==> config.mk <==
export PLATFORM = sky130hd
export DESIGN_NAME = smb_regslave
export DESIGN_NICKNAME = d
export VERILOG_FILES = /design/src/rtl/smb_pkg.sv /design/src/rtl/smb_filt.sv /design/src/rtl/smb_tmo.sv /design/src/rtl/smb_fsm.sv /design/src/rtl/smb_regslave.sv
export SDC_FILE = /design/constraint.sdc
export NUM_CORES = 1
export LEC_CHECK = 0
export BUFFER_PORTS_ARGS = -buffer_cell sky130_fd_sc_hd__clkbuf_2
export CAP_MARGIN = 20
export CORE_MARGIN = 8
export CORE_UTILIZATION = 43
export CTS_BUF_LIST = sky130_fd_sc_hd__clkbuf_8
export CTS_CLUSTER_DIAMETER = 80
export CTS_CLUSTER_SIZE = 10
export DETAILED_ROUTE_END_ITERATION = 10
export PLACE_DENSITY_LB_ADDON = 0.15
export SYNTH_ARGS = -nofsm -noshare
export SYNTH_HDL_FRONTEND = slang
export SYNTH_SLANG_ARGS = --single-unit
export TNS_END_PERCENT = 100
==> constraint.sdc <==
create_clock -name clk -period 3.35 [get_ports clk]
set_clock_uncertainty 0.2 [all_clocks]
set_input_delay 0.1675 -clock clk [delete_from_list [all_inputs] [get_ports clk]]
set_output_delay 0.1675 -clock clk [all_outputs]
set_load 0.02 [all_outputs]
==> src/rtl/smb_pkg.sv <==
package smb_pkg;
  typedef enum logic [2:0] {
    ST_IDLE, ST_ADDR, ST_ACK, ST_RX, ST_TX, ST_TXACK, ST_SKIP
  } smb_st_t;

  // CRC-8, polynomial x^8+x^2+x+1, one byte, MSB first
  function automatic logic [7:0] crc8_step(input logic [7:0] c, input logic [7:0] d);
    logic [7:0] r;
    r = c ^ d;
    for (int i = 0; i < 8; i++) begin
      r = r[7] ? ((r << 1) ^ 8'h07) : (r << 1);
    end
    return r;
  endfunction
endpackage

==> src/rtl/smb_filt.sv <==
module smb_filt #(
  parameter int FILT_LEN = 4
) (
  input  logic clk,
  input  logic rst_n,
  input  logic line_i,
  output logic line_o
);
  localparam int CW = $clog2(FILT_LEN + 1);

  logic [1:0]    sync_q;
  logic [CW-1:0] cnt_q;

  always_ff @(posedge clk or negedge rst_n) begin
    if (!rst_n) begin
      sync_q <= 2'b11;
      cnt_q  <= '0;
      line_o <= 1'b1;
    end else begin
      sync_q <= {sync_q[0], line_i};
      if (sync_q[1] == line_o) begin
        cnt_q <= '0;
      end else if (cnt_q == CW'(FILT_LEN - 1)) begin
        cnt_q  <= '0;
        line_o <= sync_q[1];
      end else begin
        cnt_q <= cnt_q + 1'b1;
      end
    end
  end
endmodule

==> src/rtl/smb_tmo.sv <==
module smb_tmo #(
  parameter int TMO_CYCLES = 2500000
) (
  input  logic clk,
  input  logic rst_n,
  input  logic busy,
  input  logic kick,
  input  logic en,
  output logic expire
);
  localparam int CW = $clog2(TMO_CYCLES + 1);

  logic [CW-1:0] cnt_q;

  always_ff @(posedge clk or negedge rst_n) begin
    if (!rst_n) begin
      cnt_q <= '0;
    end else if (!busy || kick) begin
      cnt_q <= '0;
    end else if (cnt_q != CW'(TMO_CYCLES)) begin
      cnt_q <= cnt_q + 1'b1;
    end
  end

  assign expire = en && busy && (cnt_q == CW'(TMO_CYCLES));
endmodule

==> src/rtl/smb_fsm.sv <==
module smb_fsm
  import smb_pkg::*;
#(
  parameter logic [6:0] SLV_ADDR = 7'h4C,
  parameter logic [6:0] ARA_ADDR = 7'h0C
) (
  input  logic       clk,
  input  logic       rst_n,
  input  logic       scl_rise,
  input  logic       scl_fall,
  input  logic       start_ev,
  input  logic       stop_ev,
  input  logic       tmo_ev,
  input  logic       sda_f,
  input  logic       alert_i,
  input  logic [7:0] reg_rdata,
  output logic       sda_oe,
  output logic [7:0] reg_addr,
  output logic [7:0] reg_wdata,
  output logic       reg_wr,
  output logic       reg_rd,
  output logic       busy
);
  smb_st_t    st_q;
  logic [3:0] bitcnt_q;
  logic [7:0] sh_q;
  logic [7:0] tx_q;
  logic [7:0] crc_q;
  logic [7:0] ptr_q;
  logic [1:0] bidx_q;
  logic       rd_mode_q;
  logic       ara_q;
  logic       got_ack_q;
  logic [7:0] ld_byte;

  assign ld_byte  = ara_q ? {SLV_ADDR, 1'b0} : reg_rdata;
  assign reg_addr = ptr_q;
  assign busy     = (st_q != ST_IDLE);

  always_ff @(posedge clk or negedge rst_n) begin
    if (!rst_n) begin
      st_q      <= ST_IDLE;
      bitcnt_q  <= '0;
      sh_q      <= '0;
      tx_q      <= '0;
      crc_q     <= '0;
      ptr_q     <= '0;
      bidx_q    <= '0;
      rd_mode_q <= 1'b0;
      ara_q     <= 1'b0;
      got_ack_q <= 1'b0;
      sda_oe    <= 1'b0;
      reg_wdata <= '0;
      reg_wr    <= 1'b0;
      reg_rd    <= 1'b0;
    end else begin
      reg_wr <= 1'b0;
      reg_rd <= 1'b0;
      if (start_ev) begin
        st_q     <= ST_ADDR;
        bitcnt_q <= '0;
        bidx_q   <= '0;
        crc_q    <= '0;
        sda_oe   <= 1'b0;
      end else if (stop_ev || tmo_ev) begin
        st_q   <= ST_IDLE;
        sda_oe <= 1'b0;
      end else begin
        unique case (st_q)
          ST_ADDR: begin
            if (scl_rise && bitcnt_q < 4'd8) begin
              sh_q     <= {sh_q[6:0], sda_f};
              bitcnt_q <= bitcnt_q + 1'b1;
            end else if (scl_fall && bitcnt_q == 4'd8) begin
              crc_q     <= crc8_step(8'h00, sh_q);
              rd_mode_q <= sh_q[0];
              if (sh_q[7:1] == SLV_ADDR) begin
                ara_q  <= 1'b0;
                sda_oe <= 1'b1;
                st_q   <= ST_ACK;
              end else if (sh_q[7:1] == ARA_ADDR && sh_q[0] && alert_i) begin
                ara_q  <= 1'b1;
                sda_oe <= 1'b1;
                st_q   <= ST_ACK;
              end else begin
                st_q <= ST_SKIP;
              end
            end
          end
          ST_ACK: begin
            if (scl_fall) begin
              bitcnt_q <= '0;
              if (rd_mode_q) begin
                tx_q   <= ld_byte;
                crc_q  <= crc8_step(crc_q, ld_byte);
                reg_rd <= !ara_q;
                sda_oe <= !ld_byte[7];
                bidx_q <= 2'd1;
                st_q   <= ST_TX;
              end else begin
                sda_oe <= 1'b0;
                st_q   <= ST_RX;
              end
            end
          end
          ST_RX: begin
            if (scl_rise && bitcnt_q < 4'd8) begin
              sh_q     <= {sh_q[6:0], sda_f};
              bitcnt_q <= bitcnt_q + 1'b1;
            end else if (scl_fall && bitcnt_q == 4'd8) begin
              st_q <= ST_ACK;
              unique case (bidx_q)
                2'd0: begin
                  ptr_q  <= sh_q;
                  crc_q  <= crc8_step(crc_q, sh_q);
                  sda_oe <= 1'b1;
                  bidx_q <= 2'd1;
                end
                2'd1: begin
                  reg_wr    <= 1'b1;
                  reg_wdata <= sh_q;
                  crc_q     <= crc8_step(crc_q, sh_q);
                  sda_oe    <= 1'b1;
                  bidx_q    <= 2'd2;
                end
                default: begin
                  sda_oe <= (sh_q == crc_q);
                end
              endcase
            end
          end
          ST_TX: begin
            if (scl_rise && !sda_oe && !sda_f) begin
              st_q <= ST_SKIP;
            end else if (scl_fall) begin
              if (bitcnt_q == 4'd7) begin
                sda_oe <= 1'b0;
                st_q   <= ST_TXACK;
              end else begin
                bitcnt_q <= bitcnt_q + 1'b1;
                tx_q     <= tx_q << 1;
                sda_oe   <= !tx_q[6];
              end
            end
          end
          ST_TXACK: begin
            if (scl_rise) begin
              got_ack_q <= !sda_f;
            end else if (scl_fall) begin
              if (got_ack_q && bidx_q == 2'd1) begin
                tx_q     <= crc_q;
                sda_oe   <= !crc_q[7];
                bitcnt_q <= '0;
                bidx_q   <= 2'd2;
                st_q     <= ST_TX;
              end else begin
                st_q <= ST_SKIP;
              end
            end
          end
          default: ;
        endcase
      end
    end
  end
endmodule

==> src/rtl/smb_regslave.sv <==
module smb_regslave #(
  parameter logic [6:0] SLV_ADDR   = 7'h4C,
  parameter logic [6:0] ARA_ADDR   = 7'h0C,
  parameter int         FILT_LEN   = 4,
  parameter int         TMO_CYCLES = 2500000
) (
  input  logic       clk,
  input  logic       rst_n,
  input  logic       scl_i,
  input  logic       sda_i,
  output logic       sda_oe,
  input  logic       alert_i,
  input  logic       tmo_dis_i,
  output logic [7:0] reg_addr,
  output logic [7:0] reg_wdata,
  output logic       reg_wr,
  output logic       reg_rd,
  input  logic [7:0] reg_rdata
);
  logic scl_f, sda_f, scl_q, sda_q;
  logic scl_rise, scl_fall, start_ev, stop_ev, tmo_ev, busy;
  logic [1:0] raw_lines, flt_lines;

  assign raw_lines = {scl_i, sda_i};

  for (genvar g = 0; g < 2; g++) begin : g_filt
    smb_filt #(.FILT_LEN(FILT_LEN)) u_filt (
      .clk(clk), .rst_n(rst_n), .line_i(raw_lines[g]), .line_o(flt_lines[g])
    );
  end

  assign scl_f = flt_lines[1];
  assign sda_f = flt_lines[0];

  always_ff @(posedge clk or negedge rst_n) begin
    if (!rst_n) begin
      scl_q <= 1'b1;
      sda_q <= 1'b1;
    end else begin
      scl_q <= scl_f;
      sda_q <= sda_f;
    end
  end

  assign scl_rise = scl_f && !scl_q;
  assign scl_fall = !scl_f && scl_q;
  assign start_ev = scl_f && scl_q && sda_q && !sda_f;
  assign stop_ev  = scl_f && scl_q && !sda_q && sda_f;

  smb_tmo #(.TMO_CYCLES(TMO_CYCLES)) u_tmo (
    .clk(clk), .rst_n(rst_n), .busy(busy),
    .kick(scl_rise || scl_fall || start_ev),
    .en(!tmo_dis_i), .expire(tmo_ev)
  );

  smb_fsm #(.SLV_ADDR(SLV_ADDR), .ARA_ADDR(ARA_ADDR)) u_fsm (
    .clk(clk), .rst_n(rst_n),
    .scl_rise(scl_rise), .scl_fall(scl_fall),
    .start_ev(start_ev), .stop_ev(stop_ev), .tmo_ev(tmo_ev),
    .sda_f(sda_f), .alert_i(alert_i), .reg_rdata(reg_rdata),
    .sda_oe(sda_oe), .reg_addr(reg_addr), .reg_wdata(reg_wdata),
    .reg_wr(reg_wr), .reg_rd(reg_rd), .busy(busy)
  );
endmodule

==> run summary, run 1 <==
Outcome: finished, final reports clean
Async SR Flop Fraction: 1.00
Cells after synthesis: 537
Reg2reg end: u_fsm.tx_q[2]
Met2 WL: 5580 um
Peak supply drop: 0.320 mV
I/O pin count: 33
CP required: 3.41 ns
Hold-critical path depth: 4
# port buffers: 32
Setup TNS Final: 0 ns
FF-to-FF path depth: 9
Core area: 12000 um2
RSZ-0062 raised after global routing: false
Ys Warns: 0
Antenna Cells: 0
Root buffer selected by CTS: clkbuf_8
Critical path arrival: 2.95 ns
Clock Latency Late Sink: 0.38 ns
Delay-heaviest family, CP: simple AND/OR/NAND/NOR gates
Critical-path top delay cell: dfrtp_1
Largest net degree at the start of global routing: 65
Final Setup Violations: 0
LEAKAGE: 0.00260 uW
Hold/Removal Path Class: in -> reg
Unique cell type count in the Yosys netlist: 64
Vias: 3911
CTS tree: built
Fin crit period: 2.89 ns
Vias in the first global route: 3932
Register area share after synthesis: 0.429
Detailed placement HPWL: 8500 um
Hold_sp: reg_rdata[0]
Commonest non-fill, non-tap cell in the layout: dfrtp_1
Clk sinks: 90
CP Capture Type: flip-flop
Worst rel slew slack: 0.446
Layout area overhead: 9.62%
Crit-path cells: inv_1, ha_1, nor4bb_1, nand4_1, nor4_4, a21oi_2, and2_1, nand3_2, mux2_2
Clock input transition at the sequential cells of the worst setup and hold paths: 0.09 ns
Antenna violations before repair: 0
Seq cells post-synth: 90
Most frequent cells in the layout: 82 x dfrtp_1, 53 x nor2_1, 45 x xnor2_1, 44 x nand2_1, 32 x mux2_2
Initial core utilization: 0.439
Share of post-route cells with drive strength above 1: 0.189
Cell Pwr Density: 813 nW/um2
Slew at the pin with the worst max-slew slack: 0.831 ns
Max FO, Critical Path: 8
Placed cells: 693
CP startpoint kind: flip-flop
Final GP Congestion: 0.854
Met3 WL post-DR: 417 um
Top FF cell, synth: dfrtp_1
Worst path max stage delay: 0.42 ns
Starting DRT DRC Count: 174
Die Ht: 127 um
Overall Global Routing Usage: 0.152
Chip Width: 127 um
Crit Path Class: reg -> reg
Top routing layer in use: met4
H-tree depth: 3
Period Utilization, post-route: 0.863
Number of CTS-inserted buffers: 9
WL per Instance: 16.3 um
Syn nets: 567
Crit path buf inv count: 1
Vias/cell: 5.48
Max-slew violations: 0
R2R Path Start: u_tmo.cnt_q[0]
Detail Route Antenna Nets: 0
CP Depth: 9
Final hold vios: 0
Non-Filler Instances: 714
Final-stage net count: 593
Hold EP: u_fsm.tx_q[0]
Final WL: 11600 um
Post-synth EDFFs: 0
Pre-antenna DRT Iters: 4
Metal-1 WL: 5380 um
Grt ovf: 0
Maximum clock rate: 346 MHz
First-pass GRT wire length: 19700 um
Average cell area after synthesis: 9.83 um2
Slack of the worst reg-to-reg path: 0.46 ns
Total Die Area: 16100 um2
DR DRC count: 0
Rows: 40
Maxcap violations: 0
CTS Buffer Depth: 2
Post-Syn Area: 5280 um2
report_power, final:
| group | total (uW) | switching [uW] | internal, uW |
|---|---|---|---|
| logic | 2370 | 1280 | 1090 |
| registers | 1640 | 324 | 1320 |
| clock network | 690 | 416 | 274 |
| total | 4700 | 2020 | 2680 |
worst max path at each step:
stage | to | start | slack [ns]
after global placement | u_fsm.tx_q[4] | u_tmo.cnt_q[0] | 0.55
after CTS | u_fsm.tx_q[2] | u_tmo.cnt_q[0] | 0.45
after global routing | u_fsm.tx_q[2] | u_tmo.cnt_q[0] | 0.23
after detailed placement | u_fsm.tx_q[2] | u_tmo.cnt_q[0] | 0.47
after floorplan | u_fsm.tx_q[0] | u_tmo.cnt_q[0] | 0.70
final | u_fsm.tx_q[2] | u_tmo.cnt_q[0] | 0.46
timing repair:
item,in CTS,in global routing
endpoints found under the hold margin,66,0
endpoints found under the setup margin,0,0
hold buffers,6,0
buffers inserted,0,0
gates resized for setup,0,0
cells by family (layout without fill, tap and decap cells):
| family | Yosys count | after routing | share of synthesized area |
|---|---|---|---|
| fa+ha+maj | 16 | 16 | 0.0379 |
| flops | 90 | 90 | 0.429 |
| xor+xnor | 77 | 77 | 0.130 |
| compound gates | 91 | 91 | 0.119 |
| mux | 37 | 37 | 0.0777 |
| buf+inv | 49 | 79 | 0.0382 |
| simple gates | 177 | 177 | 0.168 |
cell type report:
class,instances,area (um2)
tap,147,184
clock buffer,9,124
fill,1163,6220
timing repair buffer,46,283
clock inverter,6,51.3
multi-input combinational,398,2820
sequential,90,2260
inverter,18,67.6
Yosys cell counts, drive strengths merged (3+ instances only):
cell type   n  area share
a22o        3      0.0050
dfstp       8       0.040
o21ai      27       0.026
mux2       32       0.068
nor2b       9       0.011
nor3       13       0.012
nor3b       3      0.0043
nand4       5      0.0059
a221oi      3      0.0050
a21oi      15       0.015
nand3      19       0.021
buf         5      0.0064
dfrtp      82        0.39
nor2       53       0.038
and3        4      0.0047
a211oi      5      0.0071
ha         16       0.038
mux2i       5      0.0095
xnor2      45       0.075
o31ai       7       0.010
or3         4      0.0047
inv        18       0.013
o211ai      4      0.0057
nor4        5      0.0088
xor2       31       0.051
o221ai      4      0.0066
nand2      44       0.031
nand2b      5      0.0059
a22oi       3      0.0043
clkbuf     26       0.019
stage by stage:
step	hold WS [ns]	setup slack [ns]	instance area, um2	total power [uW]	util
2_1_floorplan	-0.328	0.705	5280	3530	-
3_3_place_gp	0.0561	0.545	5550	4000	0.462
3_5_place_dp	0.0568	0.470	5550	4030	0.462
4_1_cts	0.0469	0.446	5790	4760	0.482
5_1_grt	0.102	0.225	5790	5100	0.482
6_report	0.0574	0.457	5790	4700	0.482
metal layers:
metal,GRT usage,vias to the layer above
met1,0.190,1908
met3,0.0276,16
met5,0,-
li1,-,1916
met2,0.250,71
met4,0.0665,0
worst min-delay path, stage by stage:
cell and delay [ns]:
clkbuf_2 0.07, nand2b_1 0.08, o21ai_0 0.14, mux2_2 0.14
registers in the layout, summed over array words and instances (netlist names), 3 cells and up:
register              cells
u_fsm.sh_q                8
u_fsm.crc_q               8
g_filt.u_filt.sync_q      4
u_fsm.reg_addr            8
g_filt.u_filt.cnt_q       6
u_fsm.tx_q                7
u_fsm.reg_wdata           8
u_fsm.bitcnt_q            4
u_tmo.cnt_q              22
u_fsm.st_q                3
Power figures use the tool's default switching activity.
==> run 2: changes to the inputs <==
--- a/config.mk
+++ b/config.mk
@@ -7,12 +7,13 @@
 export LEC_CHECK = 0
 export BUFFER_PORTS_ARGS = -buffer_cell sky130_fd_sc_hd__clkbuf_2
 export CAP_MARGIN = 20
-export CORE_MARGIN = 8
+export CORE_MARGIN = 3
 export CORE_UTILIZATION = 43
 export CTS_BUF_LIST = sky130_fd_sc_hd__clkbuf_8
 export CTS_CLUSTER_DIAMETER = 80
 export CTS_CLUSTER_SIZE = 10
 export DETAILED_ROUTE_END_ITERATION = 10
+export MAX_ROUTING_LAYER = met4
 export PLACE_DENSITY_LB_ADDON = 0.15
 export SYNTH_ARGS = -nofsm -noshare
 export SYNTH_HDL_FRONTEND = slang
==> run 2 against run 1 <==
  * Worst hold slack worse by 0.021 ns
  * Sequential cell count unchanged
  * Sequential share of layout area down 0.13 points
  * Utilization up 1.4 points
  * Critical path depth down 3
  * Sequential power about the same
  * Maximum frequency up 0.33%
  * Wire length down 1.6%
  * Via count up 1.3%
  * Global-route usage up 3.3 points
  * Non-clock buffer count down 2
  * Cell area up 0.32%
==> run summary, run 2 (synthesis results as in run 1) <==
Final GP Congestion: 0.879
Cell internal pwr: 2770 uW
Vias in the first global route: 3845
H-tree depth: 3
Max reg flops: 22
DR DRC count: 0
Outcome: finished, final reports clean
Overall Global Routing Usage: 0.185
Peak supply drop: 0.352 mV
Pre-antenna DRT Iters: 5
Commonest non-fill, non-tap cell in the layout: dfrtp_1
WL per Instance: 16.1 um
Flop pwr share: 0.342
Maximum clock rate: 347 MHz
RSZ-0062 raised after global routing: false
Largest net degree at the start of global routing: 36
Final hold vios: 0
Antenna violations before repair: 0
Vias/cell: 5.59
Hold/Removal Path Class: in -> reg
CTS Buffer Depth: 2
Starting DRT DRC Count: 345
Die Ht: 117 um
Root buffer selected by CTS: clkbuf_8
First-pass GRT wire length: 19000 um
CP Capture Type: flip-flop
Post-CTS Setup Inserts: 0
Antenna Cells: 0
Cell Pwr Density: 829 nW/um2
Maxcap violations: 0
Core area: 11700 um2
Chip Width: 117 um
Clk sinks: 90
Period Utilization, post-route: 0.861
Number of CTS-inserted buffers: 9
Post-CTS resize count: 0
CTS tree: built
Critical-path top delay cell: dfrtp_1
Vias: 3961
CP startpoint kind: flip-flop
Clock input transition at the sequential cells of the worst setup and hold paths: 0.10 ns
Max FO, Critical Path: 14
Post-Route Utilization: 0.496
Total Die Area: 13600 um2
Crit Path Class: reg -> reg
Max-slew violations: 0
Layout area overhead: 9.98%
Clock Latency Late Sink: 0.38 ns
Comb pwr share: 0.491
Sw frac: 0.424
I/O pin count: 33
Clock power frac: 0.167
Most frequent cells in the layout: 82 x dfrtp_1, 53 x nor2_1, 45 x xnor2_1, 44 x nand2_1, 32 x mux2_2
Critical path arrival: 2.94 ns
Detail Route Antenna Nets: 0
Net switching component of the power: 2040 uW
Worst path max stage delay: 0.64 ns
LEAKAGE: 0.00262 uW
Rows: 39
Slew at the pin with the worst max-slew slack: 0.769 ns
# port buffers: 32
Final-stage net count: 591
Grt ovf: 0
Crit-path cells: inv_1, nand3_1, o22ai_1, a2111oi_0, nand3_2, mux2_2
Setup WS pre-CTS: 0.470 ns
Final Setup Violations: 0
Fin crit period: 2.88 ns
Share of post-route cells with drive strength above 1: 0.189
Post-layout power: 4810 uW
Initial core utilization: 0.451
PnR worst setup slack: 0.467 ns
Detailed placement HPWL: 8430 um
Final WL: 11400 um
Most flop-heavy register: u_tmo.cnt_q
Worst rel slew slack: 0.486
Setup TNS Final: 0 ns
Cts-stage hold buffer count: 5
CP required: 3.41 ns
-- run 2: changes by cell type in the layout (fill, tap and decap cells not counted), sizes merged --
cell and delta:
clkinvlp -3, buf -1, bufinv +1, inv +1
clkinv +2, dlygate4sd3 -1
-- run 2: worst paths after layout --
kind	startpoint	end	slack [ns]	depth (start not counted)
max	u_fsm.st_q[0]	u_fsm.tx_q[2]	0.47	6
min	reg_rdata[3]	u_fsm.tx_q[3]	0.04	4
max reg2reg	u_fsm.st_q[0]	u_fsm.tx_q[2]	0.47	6
min reg2reg	g_filt[1].u_filt.sync_q[0]	g_filt[1].u_filt.sync_q[1]	0.16	0
max in group asynchronous	rst_n	u_tmo.cnt_q[15]	2.04	3
min in group asynchronous	rst_n	u_fsm.tx_q[4]	0.09	2
-- run 2: stage by stage --
stage          instances  hold slack [ns]  area [um2]
2_1_floorplan        537           -0.328        5280
3_3_place_gp         688          -0.0293        5540
3_5_place_dp         688          -0.0337        5540
4_1_cts              709           0.0111        5810
5_1_grt              709           0.0466        5810
6_report             709           0.0363        5810
-- run 2: area by class of cell --
cell class | instances | area (um2)
repair buffers | 44 | 265
inverters | 18 | 67.6
clock buffers | 9 | 124
well taps | 143 | 179
clock inverters | 7 | 92.6
fillers | 1137 | 5910
multi-input cells | 398 | 2820
flip-flops and latches | 90 | 2260
-- run 2: per-layer routing --
layer,GRT usage,share of wire,vias to the layer above
met4,0.0711,0.021,0
met3,0.0308,0.036,19
met1,0.245,0.47,1931
met2,0.286,0.47,92
met5,-,0,-
li1,-,-,1919
-- run 2: power groups by stage --
stage | sequential (uW) | combinational (uW) | clock (uW)
floorplan | 1450 | 2080 | 0
global placement | 1660 | 2330 | 0
detailed placement | 1670 | 2350 | 0
CTS | 1650 | 2370 | 830
global route | 1690 | 2630 | 877
finish | 1650 | 2360 | 803
-- run 2: critical path: cells and delay by family, from the launching register on --
family	cells	cell delay (ns)
DFF	1	0.64
and+or+nand+nor	2	0.65
buffers and inverters	1	0.22
AOI/OAI and AO/OA	2	0.71
muxes	1	0.34
